[src/rtl/otp_user_rd_ctrl.sv]
module otp_user_rd_ctrl #(
  parameter int DATA_W    = 16,
  parameter int CMD_WORDS = 2
) (
  input  logic              clk,
  input  logic              rst_n,
  input  logic              bus_en,
  input  logic              bus_we,
  input  logic [3:0]        bus_addr,
  input  logic [31:0]       bus_wdata,
  output logic [31:0]       bus_rdata,
  output logic              arr_cmd_valid,
  output logic [7:0]        arr_cmd_dev,
  output logic [7:0]        arr_cmd_word,
  output logic              arr_user_sel,
  output logic              arr_rd_req,
  output logic [15:0]       arr_rd_addr,
  input  logic              arr_rd_valid,
  input  logic [DATA_W-1:0] arr_rd_data,
  input  logic [7:0]        arr_rd_qp
);
  localparam int IDX_W = (CMD_WORDS > 1) ? $clog2(CMD_WORDS) : 1;
  localparam logic [3:0] A_CCTRL = 4'd0, A_CCNT = 4'd1, A_USEL = 4'd2, A_UADDR = 4'd3,
                         A_USTART = 4'd4, A_IRQ = 4'd5, A_STATE = 4'd6, A_DATA = 4'd7,
                         A_QP = 4'd8, A_CMD = 4'd12;
  localparam logic [3:0] SLOTS = 4'(CMD_WORDS);

  logic              wr;
  logic              cmd_en, cmd_last;
  logic [7:0]        cmd_dev;
  logic [3:0]        cmd_cnt, cmd_idx, eff_cnt;
  logic [7:0]        cmd_w [CMD_WORDS];
  logic              user_sel, rd_busy, rd_start, ecc_fail;
  logic [15:0]       user_addr;
  logic [DATA_W-1:0] rd_data;
  logic [7:0]        rd_qp;
  logic [2:1]        irq_st, irq_set, irq_clr;

  assign wr       = bus_en & bus_we;
  assign eff_cnt  = (cmd_cnt > SLOTS) ? SLOTS : cmd_cnt;
  assign cmd_last = (cmd_idx + 4'd1) >= eff_cnt;
  assign rd_start = wr && bus_addr == A_USTART && bus_wdata[16] && bus_wdata[0]
                    && user_sel && !rd_busy;
  assign ecc_fail = (rd_qp[7:6] == 2'b11) | rd_qp[5];

  assign arr_cmd_valid = cmd_en && (cmd_idx < eff_cnt);
  assign arr_cmd_dev   = cmd_dev;
  assign arr_cmd_word  = arr_cmd_valid ? cmd_w[cmd_idx[IDX_W-1:0]] : 8'h00;
  assign arr_user_sel  = user_sel;
  assign arr_rd_addr   = user_addr;

  // command sequencer and its registers
  always_ff @(posedge clk or negedge rst_n) begin
    if (!rst_n) begin
      cmd_en  <= 1'b0;
      cmd_idx <= '0;
      cmd_dev <= '0;
      cmd_cnt <= '0;
      for (int i = 0; i < CMD_WORDS; i++) cmd_w[i] <= '0;
    end else begin
      if (cmd_en) begin
        if (cmd_last) begin
          cmd_en  <= 1'b0;
          cmd_idx <= '0;
        end else begin
          cmd_idx <= cmd_idx + 4'd1;
        end
      end else if (wr && bus_addr == A_CCTRL && bus_wdata[16]) begin
        cmd_en <= bus_wdata[0];
      end
      if (wr && bus_addr == A_CCTRL)
        cmd_dev <= (cmd_dev & ~bus_wdata[31:24]) | (bus_wdata[15:8] & bus_wdata[31:24]);
      if (wr && bus_addr == A_CCNT)
        cmd_cnt <= (cmd_cnt & ~bus_wdata[19:16]) | (bus_wdata[3:0] & bus_wdata[19:16]);
      for (int i = 0; i < CMD_WORDS; i++)
        if (wr && bus_addr == A_CMD + 4'(i)) cmd_w[i] <= bus_wdata[7:0];
    end
  end

  // user read engine
  always_ff @(posedge clk or negedge rst_n) begin
    if (!rst_n) begin
      user_sel   <= 1'b0;
      user_addr  <= '0;
      rd_busy    <= 1'b0;
      arr_rd_req <= 1'b0;
      rd_data    <= '0;
      rd_qp      <= '0;
    end else begin
      if (wr && bus_addr == A_USEL && bus_wdata[16]) user_sel <= bus_wdata[0];
      if (wr && bus_addr == A_UADDR)
        user_addr <= (user_addr & ~bus_wdata[31:16]) | (bus_wdata[15:0] & bus_wdata[31:16]);
      arr_rd_req <= rd_start;
      if (rd_start) begin
        rd_busy <= 1'b1;
      end else if (rd_busy && arr_rd_valid) begin
        rd_busy <= 1'b0;
        rd_data <= arr_rd_data;
        rd_qp   <= arr_rd_qp;
      end
    end
  end

  // interrupt status, set wins over clear
  assign irq_set = {rd_busy & arr_rd_valid & ~rd_start, cmd_en & cmd_last};
  assign irq_clr = (wr && bus_addr == A_IRQ) ? bus_wdata[2:1] : 2'b00;
  always_ff @(posedge clk or negedge rst_n) begin
    if (!rst_n) irq_st <= '0;
    else        irq_st <= (irq_st & ~irq_clr) | irq_set;
  end

  always_comb begin
    bus_rdata = '0;
    case (bus_addr)
      A_CCTRL: bus_rdata = {16'h0, cmd_dev, 7'h0, cmd_en};
      A_CCNT:  bus_rdata = {28'h0, cmd_cnt};
      A_USEL:  bus_rdata = {31'h0, user_sel};
      A_UADDR: bus_rdata = {16'h0, user_addr};
      A_IRQ:   bus_rdata = {29'h0, irq_st, 1'b0};
      A_STATE: bus_rdata = {29'h0, ecc_fail, cmd_en, rd_busy};
      A_DATA:  bus_rdata = {{(32-DATA_W){1'b0}}, rd_data};
      A_QP:    bus_rdata = {24'h0, rd_qp};
      default: bus_rdata = '0;
    endcase
    for (int i = 0; i < CMD_WORDS; i++)
      if (bus_addr == A_CMD + 4'(i)) bus_rdata = {24'h0, cmd_w[i]};
  end


  req_pulse_chk: assert property (@(posedge clk) disable iff (!rst_n)
    arr_rd_req |=> !arr_rd_req);

  req_needs_sel_chk: assert property (@(posedge clk) disable iff (!rst_n)
    arr_rd_req |-> arr_user_sel);

  req_from_idle_chk: assert property (@(posedge clk) disable iff (!rst_n)
    arr_rd_req |-> (rd_busy && !$past(rd_busy)));

  cmd_done_irq_chk: assert property (@(posedge clk) disable iff (!rst_n)
    $fell(cmd_en) |-> irq_st[1]);

  cmd_slot_range_chk: assert property (@(posedge clk) disable iff (!rst_n)
    arr_cmd_valid |-> (cmd_idx < SLOTS));
endmodule

[config.mk]
export PLATFORM = sky130hd
export DESIGN_NAME = otp_user_rd_ctrl
export DESIGN_NICKNAME = d
export VERILOG_FILES = /design/src/rtl/otp_user_rd_ctrl.sv
export SDC_FILE = /design/constraint.sdc
export NUM_CORES = 1
export LEC_CHECK = 0
export ABC_CLOCK_PERIOD_IN_PS = 4550
export CORE_MARGIN = 2
export CORE_UTILIZATION = 30
export CTS_CLUSTER_SIZE = 12
export DETAILED_ROUTE_END_ITERATION = 8
export PLACE_DENSITY = 0.58
export SLEW_MARGIN = 20
export SYNTH_ARGS = -nofsm -noshare
export SYNTH_HDL_FRONTEND = slang
export SYNTH_SLANG_ARGS = --single-unit
[constraint.sdc]
create_clock -name clk -period 4.55 [get_ports clk]
set_clock_uncertainty 0.2 [all_clocks]
set_input_delay 1.1375 -clock clk [delete_from_list [all_inputs] [get_ports clk]]
set_output_delay 1.1375 -clock clk [all_outputs]
set_load 0.02 [all_outputs]
==> summary.md <==
The flow ran to the end, and the final reports show no timing, DRC or antenna violations. The path class of the tightest hold or removal check is register to register. After synthesis, the cell types taking the most area are dfrtp_1, mux2_2, mux2i_1, nand2_1, buf_4. The actual transition at the worst max-transition pin is 1.01 ns, and the number of antenna violations at the first check in global routing is 0. The tools report the worst min-delay path endpoint as rd_data[3]$_DFFE_PN0P_. The tools report the worst min-delay path startpoint as rd_data[3]$_DFFE_PN0P_. The total die area was 15200 µm²; the aggregate negative setup slack was 0 ns. The fraction of registers with async set/reset came out at 100%. The first global-routing pass estimated 18.5 mm of wire. Timing would allow up to 0.225 GHz.

The net count of the finished layout is 582, and the share of layout cells above drive strength 1 is 22.6%. Summed over all layers, the routed wires come to 11.7 mm. Area growth from synthesis to final layout: 41.2%. TritonCTS built the clock tree. VDD sags by at most 0.000182 V.

Port buffering added 115 buffers. After clock tree synthesis, the clock-pin slew on the worst setup and hold paths is 0.06 ns. The floorplan step set the die width to 123 µm.

Entering global routing, the biggest net connects 79 pins. Counting tap cells, the placed design contains a total of 677 instances. The half-perimeter wire length of the detailed placement result came out at 8.79 mm. The area fraction of the dominant cell type after synthesis is 45.8%, and the power density over the cells is 374 nW/µm².

The synthesized design spends more area on one cell type than any other, namely dfrtp_1. For this design the top-level I/O count stands at 132. The library cell used most frequently in the layout, excluding fill and tap cells, is clkdlybuf4s50_1. The number of antenna repair diodes is 0.

After clock tree synthesis, the repair step resized 3 gates. The tightest slew margin relative to the limit is 32.8%, and the number of flops mapped to enable cells by yosys is 0. In this run the remaining antenna-violating nets after routing total 0. Initial DRC count: 157. The run gives 0 as the number of failing setup endpoints in the final timing report. The worst setup path is captured at an output pin. The clock tree synthesis step divided the H-tree into 3 levels. Buffers inserted to repair hold after CTS numbered 0.

The clock drives 78 sinks. After detailed routing, the average wire length per cell comes to 16.8 µm. Data on the critical path is required at its endpoint by 3.21 ns. Worst slack on hold paths: 0.308 ns. After layout, the design draws a total of 0.00225 W.

Dividing the detail-routed via count by the number of cells gives 4.88. The worst setup path is of the input port to output pin kind. The logs give 3574 for the number of global-route vias before repair and 0 for the number of hold violations in the final report.

The worst setup timing slack at the placement stage was -0.0757 ns. The sequential fraction of the synthesis area was 45.8%. The logs give 4260 µm² for the combined area of all synthesized cells and 30.7% for the initial standard-cell utilization of the core.

The routed layout has 3380 vias. The tools report the worst flop-to-flop path endpoint as cmd_idx[2]$_DFFE_PN0P_. For this run, design rule violations remaining after detail routing come to 0. The global routing usage summed across all routing layers was 16.0%. The number of cells on the worst reg-to-reg path was 7.

Maximum root-to-sink buffer count: 2. Number of synthesized register bits: 78. Once the clock tree was built, the setup fixing pass inserted 0 buffers. The library cells used most frequently in the layout, excluding fill and tap cells, are clkdlybuf4s50_1, dfrtp_1, mux2_2. The final critical path takes up 97.6% of the cycle.

The number of instances in the synthesized netlist is 376, and the vertical die dimension is 123 µm. The run gives 2.77 nW as the static leakage. In the synthesized netlist the dominant register cell turns out to be dfrtp_1.

The first TritonRoute pass finished after 4 iterations. The number of standard cells in the layout, taps in and fillers out is 693, and the final RePlAce weighted congestion is 0.835. Setup repair after global routing left no endpoint under its margin. Synthesis instantiated 49 different standard cells from the library. The maximum fanout count along the critical path is 8, and the count of cells along the worst hold path is 1. The slack of the worst reg-to-reg path is 1.97 ns, and the final count of pins violating max slew is 0. Row generation in the floorplan step produced 43 rows. The worst path meets setup with 0.111 ns of slack. Summed over all layers, the global routing overflow is 0.

After layout, the minimum clock period comes to 4.44 ns. The later pin in the worst-skew pair is clocked with a latency of 0.33 ns. The tree is rooted in a clkbuf_16. The critical path arrival was 3.10 ns. Each instance of the synthesized netlist takes up on average 11.3 µm².

The startpoint of the most critical register-to-register path was cmd_idx[0]$_DFFE_PN0P_. The number of buffers created by CTS was 9. The worst setup path is launched from an input port.

For the count of yosys warnings during synthesis, the log shows 0. The core box area is 13900 µm², and the max-cap check violation count is 0.
## cells by family after synthesis
logic type	synth area share [%]
AOI/OAI and AO/OA	8.43
adders and majority gates	2.64
other	0.176
DFF	45.8
buffers and inverters	6.55
xor gates and xnor gates	0.411
and+or+nand+nor	12.6
muxes	23.4
## power breakdown
part / switching [W] / leakage, nW / internal (W)
registers: 0.000100 / 1.03 / 0.000794
logic: 0.000252 / 1.58 / 0.000290
clock network: 0.000280 / 0.165 / 0.000533
total: 0.000632 / 2.77 / 0.00162
## critical path, stage by stage
cell	delay, ns
clkdlybuf4s50_1	0.57
buf_4	0.21
nor4_4	0.05
buf_4	0.17
a222oi_1	0.34
inv_1	0.08
clkdlybuf4s50_1	0.54
## metal layers
metal	GRT usage [%]	routed length, µm	up-vias
li1	-	-	1586
met5	0	0	-
met1	19.4	4970	1666
met2	26.3	5640	114
met4	6.04	213	0
met3	5.17	821	14
## how the worst max path moves through the flow
stage / startpoint / to / slack [ns] / cells after the start
3_3_place_gp: bus_addr[3] / bus_rdata[15] / -0.04 / 7
3_5_place_dp: bus_addr[3] / bus_rdata[12] / -0.08 / 7
5_1_grt: register / arr_cmd_word[2] / 0.001 / 7
2_1_floorplan: bus_addr[1] / bus_rdata[3] / 0.82 / 6
4_1_cts: bus_addr[1] / bus_rdata[5] / 0.02 / 8
6_report: bus_addr[2] / bus_rdata[14] / 0.11 / 7
## cells in the mapped netlist, drive strengths merged, types with 3 or more instances
library cell  number
a21oi              4
a222oi             8
buf               28
clkbuf             6
dfrtp             78
ha                 9
inv               13
mux2              69
mux2i             22
nand2             46
nand2b             4
nand3              4
nand3b             6
nor2              14
nor3              14
nor4               3
o21a               7
o21ai              6
o221ai             4
o22ai              3
## area by class of cell
class                           count  area [µm²]
Sequential cell                    78        1950
Clock buffer                        9         225
Timing Repair Buffer              137        1340
Fill cell                        1358        7860
Inverter                           13        48.8
Multi-Input combinational cell    269        2110
Tap cell                          180         225
Clock inverter                      7         113
## metrics by stage
step                area (µm²)  util [%]
detailed placement        5650      40.7
global route              6020      43.3
finish                    6020      43.3
floorplan                 4330         -
CTS                       5990      43.1
global placement          5650      40.7
(Power assumes the default switching activity.)
